[config.mk]
export PLATFORM = sky130hd
export DESIGN_NAME = fp_status_recorder
export DESIGN_NICKNAME = d
export VERILOG_FILES = /design/src/rtl/fsr_pkg.sv /design/src/rtl/fsr_sticky_merge.sv /design/src/rtl/fsr_summary.sv /design/src/rtl/fsr_cr_merge.sv /design/src/rtl/fp_status_recorder.sv
export SDC_FILE = /design/constraint.sdc
export NUM_CORES = 1
export LEC_CHECK = 0
export BUFFER_PORTS_ARGS = -buffer_cell sky130_fd_sc_hd__buf_2
export CORE_ASPECT_RATIO = 1.75
export CORE_MARGIN = 3
export CORE_UTILIZATION = 35
export DETAILED_ROUTE_END_ITERATION = 6
export GPL_TIMING_DRIVEN = 0
export PLACE_DENSITY = 0.75
export SLEW_MARGIN = 10
export SYNTH_ARGS = -nofsm -noshare
export SYNTH_HDL_FRONTEND = slang
export SYNTH_SLANG_ARGS = --single-unit
[constraint.sdc]
create_clock -name clk -period 2.45 [get_ports clk]
set_input_delay 0.245 -clock clk [delete_from_list [all_inputs] [get_ports clk]]
set_output_delay 0.245 -clock clk [all_outputs]
set_load 0.02 [all_outputs]
[src/rtl/fsr_pkg.sv]
package fsr_pkg;
  localparam int STAT_W = 32;
  localparam int EV_W   = 13;
  localparam int NPAIR  = 5;

  localparam int B_FX   = 31;
  localparam int B_FEX  = 30;
  localparam int B_VX   = 29;
  localparam int B_OX   = 28;
  localparam int B_UX   = 27;
  localparam int B_ZX   = 26;
  localparam int B_XX   = 25;
  localparam int B_VE   = 7;
  localparam int B_OE   = 6;
  localparam int B_UE   = 5;
  localparam int B_ZE   = 4;
  localparam int B_XE   = 3;

  localparam logic [STAT_W-1:0] INV_MASK    = 32'h01F8_0700;
  localparam logic [STAT_W-1:0] STICKY_MASK = 32'h9FF8_0700;
  localparam logic [STAT_W-1:0] KEEP_MASK   = 32'h0007_F8FF;

  // status bit that event i sets
  function automatic int unsigned ev_bit(input int unsigned i);
    case (i)
      0:  return 28;
      1:  return 27;
      2:  return 26;
      3:  return 25;
      4:  return 24;
      5:  return 23;
      6:  return 22;
      7:  return 21;
      8:  return 20;
      9:  return 19;
      10: return 10;
      11: return 9;
      default: return 8;
    endcase
  endfunction

  // cause side of enable pair k
  function automatic int unsigned pair_cause(input int unsigned k);
    case (k)
      0: return B_VX;
      1: return B_OX;
      2: return B_UX;
      3: return B_ZX;
      default: return B_XX;
    endcase
  endfunction

  // enable side of enable pair k
  function automatic int unsigned pair_enable(input int unsigned k);
    case (k)
      0: return B_VE;
      1: return B_OE;
      2: return B_UE;
      3: return B_ZE;
      default: return B_XE;
    endcase
  endfunction
endpackage

[src/rtl/fsr_sticky_merge.sv]
module fsr_sticky_merge
  import fsr_pkg::*;
#(
  parameter int W  = STAT_W,
  parameter int EW = EV_W
) (
  input  logic [W-1:0]  stat_i,
  input  logic [EW-1:0] ev_i,
  output logic [W-1:0]  stat_o
);
  logic [W-1:0] set_vec;

  always_comb begin
    set_vec = '0;
    for (int i = 0; i < EW; i++) begin
      set_vec[ev_bit(i)] = set_vec[ev_bit(i)] | ev_i[i];
    end
    set_vec[B_FX] = set_vec[B_FX] | (|ev_i);
  end

  assign stat_o = stat_i | set_vec;
endmodule

[src/rtl/fsr_summary.sv]
module fsr_summary
  import fsr_pkg::*;
#(
  parameter int W = STAT_W,
  parameter int NP = NPAIR
) (
  input  logic [W-1:0] stat_i,
  output logic [W-1:0] stat_o
);
  logic          vx_new;
  logic [W-1:0]  with_vx;
  logic [NP-1:0] pair_hit;

  assign vx_new = |(stat_i & INV_MASK);

  always_comb begin
    with_vx        = stat_i;
    with_vx[B_VX]  = vx_new;
  end

  for (genvar k = 0; k < NP; k++) begin : g_pair
    localparam int unsigned CP = pair_cause(k);
    localparam int unsigned EP = pair_enable(k);
    assign pair_hit[k] = with_vx[CP] & with_vx[EP];
  end

  always_comb begin
    stat_o         = with_vx;
    stat_o[B_FEX]  = |pair_hit;
  end
endmodule

[src/rtl/fsr_cr_merge.sv]
module fsr_cr_merge #(
  parameter int CR_W  = 32,
  parameter int FIELD = 1
) (
  input  logic [CR_W-1:0] cr_i,
  input  logic [3:0]      nib_i,
  input  logic            rec_i,
  output logic [CR_W-1:0] cr_o
);
  localparam int HI = CR_W - 1 - 4 * FIELD;

  always_comb begin
    cr_o = cr_i;
    if (rec_i) cr_o[HI -: 4] = nib_i;
  end
endmodule

[src/rtl/fp_status_recorder.sv]
module fp_status_recorder
  import fsr_pkg::*;
#(
  parameter int CR_W  = 32,
  parameter int FIELD = 1
) (
  input  logic              clk,
  input  logic              rst_n,
  input  logic              wr_en,
  input  logic [STAT_W-1:0] wr_data,
  input  logic              upd_valid,
  output logic              upd_ready,
  input  logic [EV_W-1:0]   upd_events,
  input  logic              upd_record,
  input  logic [CR_W-1:0]   cr_in,
  output logic [STAT_W-1:0] status_o,
  output logic              done_o,
  output logic              trap_o,
  output logic [CR_W-1:0]   cr_o
);
  logic [STAT_W-1:0] stat_q, merged, next_stat;
  logic [CR_W-1:0]   cr_q, cr_next;
  logic              done_q, trap_q, take;

  assign upd_ready = ~wr_en;
  assign take      = upd_valid & upd_ready;

  fsr_sticky_merge #(.W(STAT_W), .EW(EV_W)) u_merge (
    .stat_i (stat_q),
    .ev_i   (upd_events),
    .stat_o (merged)
  );

  fsr_summary #(.W(STAT_W), .NP(NPAIR)) u_sum (
    .stat_i (merged),
    .stat_o (next_stat)
  );

  fsr_cr_merge #(.CR_W(CR_W), .FIELD(FIELD)) u_cr (
    .cr_i  (cr_in),
    .nib_i (next_stat[STAT_W-1 -: 4]),
    .rec_i (upd_record),
    .cr_o  (cr_next)
  );

  always_ff @(posedge clk) begin
    if (!rst_n) begin
      stat_q <= '0;
      cr_q   <= '0;
      done_q <= 1'b0;
      trap_q <= 1'b0;
    end else begin
      done_q <= take;
      trap_q <= take & next_stat[B_FEX];
      if (wr_en) begin
        stat_q <= wr_data;
      end else if (take) begin
        stat_q <= next_stat;
        cr_q   <= cr_next;
      end
    end
  end

  assign status_o = stat_q;
  assign done_o   = done_q;
  assign trap_o   = trap_q;
  assign cr_o     = cr_q;
endmodule

Word-level counts from Yosys, hierarchy flattened:

Index checks and enable logic that the tools add are counted.

* bits in registers: 66
* output and inout bits: 67
* logic and storage cells: 21

* multiplexer cells: 3
* reductions and logical operators: 5
* bitwise logic cells: 9

Operators with widths (count)
* $mux 32: 2
* $or 32x32->32: 1
* $reduce_or 13->1: 1
* $reduce_or 9->1: 1
* $and 1x1->1: 7
* $reduce_or 5->1: 1
* $mux 4: 1
* $reduce_and 2->1: 1
* $reduce_bool 2->1: 1
* $not 1->1: 1

Longest topological paths before layout:

* word-level depth: 7
* gate-level depth with buffers: 6
* gate-level depth less buffers: 4

By module:

A second synthesis with hierarchy kept.

* cell total of the unflattened synthesis: 395
* area, all modules: 3402.0 sq um

By module, submodules not included
* fp_status_recorder: area each 2622.5 sq um, cells each 288, instances 1
* fsr_summary: area each 279.0 sq um, cells each 39, instances 1
* fsr_cr_merge: area each 255.2 sq um, cells each 32, instances 1
* fsr_sticky_merge: area each 245.2 sq um, cells each 36, instances 1

Worst setup path before layout:

No wires, ideal clock.

* path kind: reg-to-reg
* start: register stat_q[31] (netlist: status_o[31])
* end: register cr_q[27] (netlist: cr_o[27])
* arrival: 1.147 ns
* cell stages (with the launch flop): 4
* slack: 1.178 ns
* library setup time: 0.124 ns
* cells stage by stage: dfxtp_1 -> or4_4 -> nor3_4 -> o211ai_2

* longest elaborated chain between the ends: 2

Ends and longest elaborated chain
* start: declaration: RTL line fp_status_recorder.sv:21 `logic [STAT_W-1:0] stat_q, merged, next_stat;`
* start signal: assignment: RTL line fp_status_recorder.sv:56 `stat_q <= wr_data;`
* start signal: assignment: RTL line fp_status_recorder.sv:58 `stat_q <= next_stat;`
* $or 32x32->32: RTL line fsr_sticky_merge.sv:21 `assign stat_o = stat_i | set_vec;`
* $mux 4: RTL line fsr_cr_merge.sv:14 `if (rec_i) cr_o[HI -: 4] = nib_i;`
* end signal: assignment: RTL line fp_status_recorder.sv:59 `cr_q <= cr_next;`
* end: declaration: RTL line fp_status_recorder.sv:22 `logic [CR_W-1:0] cr_q, cr_next;`

No other way between the ends.
A chain may end at the register's enable or synchronous reset.

Worst setup path in the final report:

* start: register stat_q[8] (netlist: status_o[8])
* end: register stat_q[30] (netlist: status_o[30])

* longest elaborated chain between the ends: 6

Ends and longest elaborated chain
* $or 32x32->32: RTL line fsr_sticky_merge.sv:21
* $reduce_or 9->1: RTL line fsr_summary.sv:14 `assign vx_new = |(stat_i & INV_MASK);`
* $and 1x1->1: RTL line fsr_summary.sv:24 `assign pair_hit[k] = with_vx[CP] & with_vx[EP];`
* $reduce_or 5->1: RTL line fsr_summary.sv:29 `stat_o[B_FEX] = |pair_hit;`
* $mux 32: RTL line fp_status_recorder.sv:57 `end else if (take) begin`
* $mux 32: RTL line fp_status_recorder.sv:55 `if (wr_en) begin`

No other way between the ends. The select of a mux whose other input is x is not followed.

==> results.txt <==
----------------------------------------------------
[Logic synthesis]
  Number of distinct library cells after synthesis ... 33
  Post-synthesis instance area ... roughly 0.0027 mm2
  Cells after synthesis ... 298
  Most numerous cell in the Yosys netlist ... sky130_fd_sc_hd__dfxtp_1
  EDFF count, synth ... 0
  Syn. warnings ... 0
  Most common library cells after synthesis ... sky130_fd_sc_hd__dfxtp_1, sky130_fd_sc_hd__nand2_1, sky130_fd_sc_hd__a21oi_1
  Synth top area cells ... sky130_fd_sc_hd__dfxtp_1, sky130_fd_sc_hd__nand2_1, sky130_fd_sc_hd__a21boi_1
  Synthesized Nets ... 380
  Post-synthesis sequential area ratio ... 49.3%
  Most used DFF post-synth ... sky130_fd_sc_hd__dfxtp_1
  Per-instance average area after synthesis ... 8.99 um2
  Cell taking the most area after synthesis ... sky130_fd_sc_hd__dfxtp_1
  Post-synthesis register bit count ... 66
  Synth top area share ... about 49%
  Share of flip-flops with an asynchronous set or reset after synthesis ... 0%

[Global routing]
  Gr usage total ... 16.7%
  Antenna violations before repair ... 0
  Pin count of the biggest net entering global routing ... 11
  First-pass GRT wire length ... roughly 11000 um
  Total grt overflow ... 0
  Number of global-route vias before repair ... about 2400

[Detailed routing]
  Total wire length ... 7370 um
  Average wire per cell in the routed design ... 13.6 um
  Vias per std cell ... 4.87
  Number of nets with antenna violations after detailed routing ... 0
  DRC marker count from the first detailed-route iteration ... 63
  DRC Markers ... 0
  Wire length the detailed router placed on met1 ... 2810 um
  Number of iterations in the first detailed-routing pass ... 4
  Uppermost layer routed ... met4
  Met2 routed wirelength ... 3780 um
  Total vias in the final route ... roughly 2600
  Met3 wire length ... 628 um

[Pwr]
  Leakage power ... 1.83 nW
  Total power divided by cell area ... 717 mW/mm2
  Worst vdd rail ir drop ... 433 uV

[STA]
  RSZ-0062 raised after global routing ... false
  Max Transition Viols Final ... 0
  Setup TNS ... 0 ps
  Number of setup violations in the final report ... 0
  Clock Skew ... 4.12 ps
  Fmax ... 0.732 GHz
  Final min period ... 1370 ps
  Slew of the pin with the lowest slew margin ... 451 ps
  Share of the clock period used by the worst path ... a little under three fifths
  Normalized max-slew margin ... 69.9%
  Final hold viol count ... 0

[Floorplanning]
  Die Area ... 0.00878 mm2
  Count of standard-cell rows ... 41
  Number of top-level design ports ... 149
  Height of the chip ... 122 um
  Die width ... 72.1 um
  Area inside the core boundary ... 0.00734 mm2
  Initial Util ... 36.5%

[Clocking]
  Total CTS buffers ... 9
  Clock net sink count ... 66
  Number of buffers on the longest clock path ... 2
  Clk_lat worst skew ... 320 ps
  Clock transition time at the flip-flop clock pins of the worst setup and hold paths ... 50 ps
  Post-CTS Repair Setup Buffers ... 0
  CTS tree ... yes
  Htree depth ... 3
  # hold bufs at CTS ... 0
  Clock tree root buffer cell ... sky130_fd_sc_hd__clkbuf_16
  Count of cells resized by post-cts repair ... 0

[Cells and area]
  Area Overhead vs Synth ... 40.8%
  Total of fill cells in the finished design ... 730
  NumNets Final ... 536
  Utilization of the core after routing ... 51.4%
  Ratio of cells with drive above 1 in the final layout ... 39.0%
  Antenna diodes ... 0

[Run]
  Count of max-cap constraint violations ... 0

[Placed design]
  DP Wirelength ... around 5800 um
  Number of port buffers ... roughly 150
  Global placement routability congestion ... 0.789

[Setup path]
  Data arrival, critical path ... 1560 ps
  Cell chain of the critical path ... nor4_1 > nand3_1 > nor2_2 > o211ai_1
  Max stage delay on crit path ... 400 ps
  Critical path buffer and inverter count ... 0
  Type of destination of the critical path ... flop
  Required time of the worst setup path ... 2650 ps
  Element type at the critical path start ... flop
  CP Class ... flop to flop
  Cell with the biggest individual delay on the critical path ... sky130_fd_sc_hd__nor4_1
  Largest fanout of any net on the critical path ... 5
  Family with the most delay on the worst path ... simple AND/OR/NAND/NOR gates

[Worst hold path]
  Worst hold path type ... input port to flop

[Outcome]
  Status ... complete, no violations

----------------------------------------------------
[layout by cell type, fill, tap and decap left out, drive strengths merged]
cell,n
nor4bb,2
a21boi,28
buf,162
a211oi,1
inv,3
a2bb2oi,1
dfxtp,66
nor2,5
o211a,1
nand2,60
nor2b,18
nor4,2
o211ai,3
a31oi,2
a21oi,28
clkbuf,19
nand2b,2
or4,1
o31ai,1
nand4,3
nand3,7
nor3,3
o21ai,22
mux2i,16
[sequential cells by signal, summed over array words and instances (netlist names)]
| name | flops |
|---|---|
| done_o | 1 |
| status_o | 32 |
| cr_o | 32 |
| trap_o | 1 |
[metrics by stage]
stage / total power, mW / worst slack, ps / std cells / hold slack [ps] / instance area, um2
2_1_floorplan: 1.44 / 1180 / 298 / 380 / 2680
3_3_place_gp: 1.60 / 985 / 529 / 437 / 3510
3_5_place_dp: 1.61 / 991 / 529 / 442 / 3510
4_1_cts: 2.75 / 1080 / 542 / 144 / 3770
5_1_grt: 2.82 / 1010 / 542 / 155 / 3770
6_report: 2.71 / 1080 / 542 / 159 / 3770
[report_power, final]
group	switching (mW)	internal, mW	total [mW]
combinational	0.232	0.173	0.405
clock	0.401	0.721	1.12
sequential	0.0372	1.14	1.18
total	0.670	2.04	2.71
[metal layers]
layer	global-route usage (%)	vias to the layer above
met3	5.45	13
met4	7.53	0
met1	18.2	1192
met5	0	-
met2	28.9	104
li1	-	1328
[worst min-delay path, delay by kind of cell]
kind | cells | cell delay, ps
buffers and inverters | 1 | 90
and+or+nand+nor | 1 | 40
AOI/OAI and AO/OA | 1 | 50
[path summary, 6_finish.rpt]
path                            cells past startpoint           end  slack [ps]   startpoint
worst min-delay path                                3       cr_o[5]         160     cr_in[5]
worst max-delay path                                4  status_o[30]        1080  status_o[8]
worst min register to register                      2      cr_o[11]         450     cr_o[11]
worst max register to register                      4  status_o[30]        1080  status_o[8]
[logic make-up (layout without fill, tap and decap cells)]
logic type | count (synthesis) | in the layout | synth area share (%)
and+or+nand+nor | 103 | 103 | 18.8
AOI/OAI and AO/OA | 87 | 87 | 20.2
DFF | 66 | 66 | 49.3
buffers and inverters | 26 | 184 | 5.74
muxes | 16 | 16 | 5.98
[cell type report]
class                   count  area, um2  share of cell area [%]
flip-flops and latches     66       1320                    35.0
repair buffers            145        726                    19.2
well taps                  86        108                    2.85
inverters                   3       11.3                   0.299
clock buffers              13        260                    6.90
plain buffers              23        143                    3.78
multi-input cells         206       1200                    31.9
Note: power is estimated with default switching activity, not from simulation.
